<file path="src/rtl/ptt_pkg.sv">
package ptt_pkg;
  typedef enum logic [1:0] {
    REG_DIV     = 2'd0,
    REG_CTRL    = 2'd1,
    REG_COUNT   = 2'd2,
    REG_ELAPSED = 2'd3
  } ptt_reg_e;

  localparam int CTRL_ARM  = 0;
  localparam int CTRL_IEN  = 1;
  localparam int CTRL_PEND = 2;
endpackage

</file>
<file path="src/rtl/ptt_countdown.sv">
module ptt_countdown #(
  parameter int CNT_W = 12
) (
  input  logic             clk,
  input  logic             rst_n,
  input  logic             tick,
  input  logic             run,
  input  logic [CNT_W-1:0] div,
  input  logic             load,
  input  logic [CNT_W-1:0] load_val,
  output logic [CNT_W-1:0] cnt,
  output logic             tc
);
  localparam logic [CNT_W-1:0] ONE = CNT_W'(1);

  logic active;
  assign active = tick && run && (div != '0) && !load;
  assign tc     = active && (cnt <= ONE);

  always_ff @(posedge clk) begin
    if (!rst_n)      cnt <= '0;
    else if (load)   cnt <= load_val;
    else if (tc)     cnt <= div;
    else if (active) cnt <= cnt - ONE;
  end
endmodule

</file>
<file path="src/rtl/ptt_elapsed.sv">
module ptt_elapsed #(
  parameter int W = 16
) (
  input  logic         clk,
  input  logic         rst_n,
  input  logic         tick,
  output logic [W-1:0] value
);
  always_ff @(posedge clk) begin
    if (!rst_n)    value <= '0;
    else if (tick) value <= value + W'(1);
  end
endmodule

</file>
<file path="src/rtl/ptt_regfile.sv">
module ptt_regfile
  import ptt_pkg::*;
#(
  parameter int CNT_W     = 12,
  parameter int ELAPSED_W = 16,
  parameter int DATA_W    = 16
) (
  input  logic                 clk,
  input  logic                 rst_n,
  input  logic                 wr_en,
  input  logic                 rd_en,
  input  logic [1:0]           addr,
  input  logic [DATA_W-1:0]    wdata,
  input  logic [CNT_W-1:0]     cnt,
  input  logic [ELAPSED_W-1:0] elapsed,
  input  logic                 tc,
  output logic [CNT_W-1:0]     div_q,
  output logic                 run_q,
  output logic                 ien_q,
  output logic                 pend_q,
  output logic                 div_wr,
  output logic                 arm_rise,
  output logic [DATA_W-1:0]    rdata,
  output logic                 rd_valid
);
  logic ctrl_wr;
  logic [DATA_W-1:0] rd_mux;

  assign div_wr   = wr_en && (addr == REG_DIV);
  assign ctrl_wr  = wr_en && (addr == REG_CTRL);
  assign arm_rise = ctrl_wr && wdata[CTRL_ARM] && !run_q;

  always_ff @(posedge clk) begin
    if (!rst_n) begin
      div_q <= '0;
      run_q <= 1'b0;
      ien_q <= 1'b0;
    end else begin
      if (div_wr) div_q <= wdata[CNT_W-1:0];
      if (ctrl_wr) begin
        run_q <= wdata[CTRL_ARM];
        ien_q <= wdata[CTRL_IEN];
      end
    end
  end

  always_ff @(posedge clk) begin
    if (!rst_n)                          pend_q <= 1'b0;
    else if (tc)                         pend_q <= 1'b1;
    else if (ctrl_wr && wdata[CTRL_PEND]) pend_q <= 1'b0;
  end

  always_comb begin
    rd_mux = '0;
    unique case (ptt_reg_e'(addr))
      REG_DIV:     rd_mux = DATA_W'(div_q);
      REG_CTRL: begin
        rd_mux[CTRL_ARM]  = run_q;
        rd_mux[CTRL_IEN]  = ien_q;
        rd_mux[CTRL_PEND] = pend_q;
      end
      REG_COUNT:   rd_mux = DATA_W'(cnt);
      REG_ELAPSED: rd_mux = DATA_W'(elapsed);
    endcase
  end

  always_ff @(posedge clk) begin
    if (!rst_n) begin
      rdata    <= '0;
      rd_valid <= 1'b0;
    end else begin
      rd_valid <= rd_en;
      if (rd_en) rdata <= rd_mux;
    end
  end
endmodule

</file>
<file path="src/rtl/prog_tick_timer.sv">
module prog_tick_timer #(
  parameter int CNT_W     = 12,
  parameter int ELAPSED_W = 16,
  parameter int DATA_W    = 16
) (
  input  logic              clk,
  input  logic              rst_n,
  input  logic              tick_en,
  input  logic              wr_en,
  input  logic              rd_en,
  input  logic [1:0]        addr,
  input  logic [DATA_W-1:0] wdata,
  output logic [DATA_W-1:0] rdata,
  output logic              rd_valid,
  output logic              irq
);
  logic [CNT_W-1:0]     div_q;
  logic [CNT_W-1:0]     cnt_q;
  logic [CNT_W-1:0]     load_val;
  logic [ELAPSED_W-1:0] elapsed_q;
  logic run_q, ien_q, pend_q, div_wr, arm_rise, tc;

  assign load_val = div_wr ? wdata[CNT_W-1:0] : div_q;
  assign irq      = pend_q && ien_q;

  ptt_regfile #(.CNT_W(CNT_W), .ELAPSED_W(ELAPSED_W), .DATA_W(DATA_W)) u_regs (
    .clk(clk), .rst_n(rst_n), .wr_en(wr_en), .rd_en(rd_en), .addr(addr),
    .wdata(wdata), .cnt(cnt_q), .elapsed(elapsed_q), .tc(tc),
    .div_q(div_q), .run_q(run_q), .ien_q(ien_q), .pend_q(pend_q),
    .div_wr(div_wr), .arm_rise(arm_rise), .rdata(rdata), .rd_valid(rd_valid)
  );

  ptt_countdown #(.CNT_W(CNT_W)) u_cnt (
    .clk(clk), .rst_n(rst_n), .tick(tick_en), .run(run_q), .div(div_q),
    .load(div_wr || arm_rise), .load_val(load_val), .cnt(cnt_q), .tc(tc)
  );

  ptt_elapsed #(.W(ELAPSED_W)) u_elapsed (
    .clk(clk), .rst_n(rst_n), .tick(tick_en), .value(elapsed_q)
  );
endmodule

</file>
<file path="config.mk">
export PLATFORM = sky130hd
export DESIGN_NAME = prog_tick_timer
export DESIGN_NICKNAME = d
export VERILOG_FILES = /design/src/rtl/ptt_pkg.sv /design/src/rtl/ptt_countdown.sv /design/src/rtl/ptt_elapsed.sv /design/src/rtl/ptt_regfile.sv /design/src/rtl/prog_tick_timer.sv
export SDC_FILE = /design/constraint.sdc
export NUM_CORES = 1
export LEC_CHECK = 0
export BUFFER_PORTS_ARGS = -buffer_cell sky130_fd_sc_hd__buf_2
export CAP_MARGIN = 25
export CORE_ASPECT_RATIO = 0.6
export CORE_MARGIN = 3
export CORE_UTILIZATION = 45
export DETAILED_ROUTE_END_ITERATION = 10
export PLACE_DENSITY = 0.64
export SKIP_LAST_GASP = 1
export SYNTH_ARGS = -nofsm -noshare
export SYNTH_HDL_FRONTEND = slang
export SYNTH_SLANG_ARGS = --single-unit
</file>
<file path="constraint.sdc">
create_clock -name clk -period 2.5 [get_ports clk]
set_input_delay 0.25 -clock clk [delete_from_list [all_inputs] [get_ports clk]]
set_output_delay 0.25 -clock clk [all_outputs]
set_load 0.005 [all_outputs]
</file>
==> out/summary.txt <==
Mapped Area - 3090 sq um
endpoints failing hold - 0
# DRC - 0
largest net degree at the start of global routing - 45
via count - 2669
switch share - 0.248
Top Ports - 41
sequential share of power - 0.418
net switching power - 0.600 mW
Post-Syn Nets - 382
routed length per instance - 16.0 um
CTS sink cnt - 60
die height - 70.2 um
share of the yosys chip area belonging to registers - 0.388
n_diodes - 0
Max Cap Viol - 0
number of global-route vias before repair - 2442
I/O Buffers - 36
RSZ-0062 raised after global routing - no
Mapped Avg Cell Area - 8.69 sq um
FFs w/ async S/R, synth - 0
synthesized flop and latch total - 60
Relative slew margins - 0.561
startpoint type of the worst setup path - flop
outcome - finished, final reports clean
clock-pin slew on the worst setup and hold paths - 50 ps
initial DRC count - 284
fin nets - 411
Seq. cell area - 1200 sq um
Max VDD drop - 0.498 mV
Die Area - 7940 sq um
core area - 6390 sq um
Post-CTS Hold Buffers - 0
type of the most critical hold path - input port to flop
pre-CTS WS - 459 ps
RePlAce Congestion - 0.949
Arr. time, crit path - 2320 ps
post-CTS setup buffer count - 0
Root Buffer - clkbuf_16
Comb pwr share - 0.109
clock power share - 0.472
Core Rows - 22
clock skew - 4.79 ps
worst-skew pair later-pin latency - 330 ps
FF-to-FF setup slack - 430 ps
Int Power - 1.81 mW
CP max stage delay - 470 ps
Pleak - 1.41 nW
first-pass GRT wire length - 12600 um
Clock Path Buffers - 2
area of the multi-input gates - 1750 sq um
kind of critical path - flop to flop
# placed instances - 458
Max Freq - 484 MHz
crit-path cells - inv_1, ha_1, or2_1, nand3_2, mux2_4, or3_1, a21oi_1
Post-Syn Instances - 356
share of layout cells above drive strength 1 - 0.190
PwrDens - 667 nW/um^2
H-Tree Depth - 3
CP Capture Type - flop
Post-CTS Resized - 0
Post-DP HPWL - 5470 um
setup TNS - 0 ps
CTS tree - yes
Filler cells - 600
P&R area growth vs syn - 17.0%
Unique masters post-synth - 54
initial antenna violation count - 0
worst-margin pin slew - 652 ps
GRT Total Usage - 0.202
Min Clock Period, post-route - 2070 ps
Critical-path top delay cell - dfxtp_1
first-pass iteration count of the detailed router - 4
vias per cell - 5.63
required time of the critical path - 2760 ps
Tcrit/Tclk final - 0.826
Post-synth EDFFs - 0
die width - 113 um
Critical Path Fanout Max - 8
TritonCTS buffer count - 9
final WL - 7590 um
Yosys warnings - 0
global route total overflow - 0
Non-Filler Instances - 474
Synth Flop Type - dfxtp_1
Initial Util - 0.484
final number of setup-violating endpoints - 0
Routed Antenna Nets - 0
setup ws final - 434 ps
final slew viol count - 0
==> worst paths after layout <==
path | startpoint | to | cells after the start
min reg2reg | u_regs.rdata[14]$_SDFFE_PN0P_ | u_regs.rdata[14]$_SDFFE_PN0P_ | 2
min | wdata[5] | u_regs.div_q[5]$_SDFF_PN0_ | 3
max reg2reg | u_cnt.cnt[0]$_SDFFE_PN0P_ | u_cnt.cnt[8]$_SDFFE_PN0P_ | 7
max | u_cnt.cnt[0]$_SDFFE_PN0P_ | u_cnt.cnt[8]$_SDFFE_PN0P_ | 7
==> logic make-up after synthesis <==
group	share of synthesized area
flip-flops	0.388
AO/OA/AOI/OAI	0.165
XOR/XNOR	0.0425
adder cells (fa/ha/maj)	0.0121
multiplexers	0.111
AND/OR/NAND/NOR	0.235
buffers and inverters	0.0461
==> flip-flops by register name, indices dropped and copies added (netlist names) <==
register	flops
u_regs.div_q	12
u_regs.pend_q	1
u_regs.rdata	16
u_cnt.cnt	12
u_regs.ien_q	1
u_elapsed.value	16
u_regs.rd_valid	1
u_regs.run_q	1
==> placed cells by master (no fill, tap or decap), types with 2 or more instances in the layout <==
cell type	count
nand4_1	5
o22ai_1	2
a211oi_1	11
nand2b_1	6
a2bb2oi_1	10
mux4_2	3
o2bb2ai_1	4
mux2i_1	26
xnor2_1	11
clkinv_2	3
or3_1	3
buf_4	8
a21oi_1	27
buf_2	36
nor2b_1	2
inv_1	4
dfxtp_1	60
xor2_1	4
inv_2	2
ha_1	3
nor2_1	60
and4_1	2
and3_1	3
o21ai_0	5
nor4_2	2
nand3_1	15
nor3_1	7
o21a_1	5
and2_1	6
or4_1	2
clkbuf_8	2
nor4_1	4
a211o_1	3
clkbuf_16	9
nand2_1	14
==> worst max-delay path: cells and delay by family (launching register included) <==
kind | cells | cell delay, ps
AO/OA/AOI/OAI | 1 | 120
adder cells (fa/ha/maj) | 1 | 260
buffers and inverters | 1 | 80
flip-flops | 1 | 470
multiplexers | 1 | 310
AND/OR/NAND/NOR | 3 | 770
==> layer usage <==
layer,global-route usage,share of wire,up-vias
met1,0.306,0.51,1230
met5,0,0,-
met3,0.0684,0.10,6
met2,0.261,0.38,102
met4,0.0640,0.0083,0
li1,-,-,1331
==> metrics by stage <==
step | hold WS [ps] | power, mW | cell area [sq um] | utilization
floorplan | 397 | 1.21 | 3090 | -
global placement | 453 | 1.29 | 3340 | 0.523
detailed placement | 458 | 1.29 | 3340 | 0.523
CTS | 178 | 2.43 | 3620 | 0.567
global route | 189 | 2.51 | 3620 | 0.567
finish | 185 | 2.41 | 3620 | 0.567
==> cell type report <==
type | count | share of cell area
multi-input cells | 263 | 0.483
repair buffers | 45 | 0.0719
clock inverters | 4 | 0.00657
flip-flops and latches | 60 | 0.332
well taps | 84 | 0.0290
clock buffers | 12 | 0.0709
inverters | 6 | 0.00622
==> Yosys cell counts, types with 5 or more instances <==
library cell | n | area, sq um
a21oi_1 | 27 | 135
a211oi_1 | 11 | 82.6
and2_1 | 6 | 37.5
nand3_1 | 15 | 75.1
clkbuf_1 | 18 | 67.6
dfxtp_1 | 60 | 1200
nor3_1 | 7 | 35.0
o21ai_0 | 5 | 25.0
a2bb2oi_1 | 10 | 87.6
nand2_1 | 14 | 52.6
buf_2 | 5 | 25.0
nand2b_1 | 6 | 37.5
nor2_1 | 60 | 225
o21a_1 | 5 | 37.5
nand4_1 | 5 | 31.3
mux2i_1 | 26 | 260
xnor2_1 | 11 | 96.3
==> power groups by stage <==
stage          Combinational, mW  Sequential (mW)  Clock [mW]
2_1_floorplan              0.194             1.02           0
3_3_place_gp               0.258             1.03           0
3_5_place_dp               0.262             1.03           0
4_1_cts                    0.263             1.01        1.16
5_1_grt                    0.293             1.01        1.20
6_report                   0.264             1.01        1.14
Power figures use the tool's default switching activity.
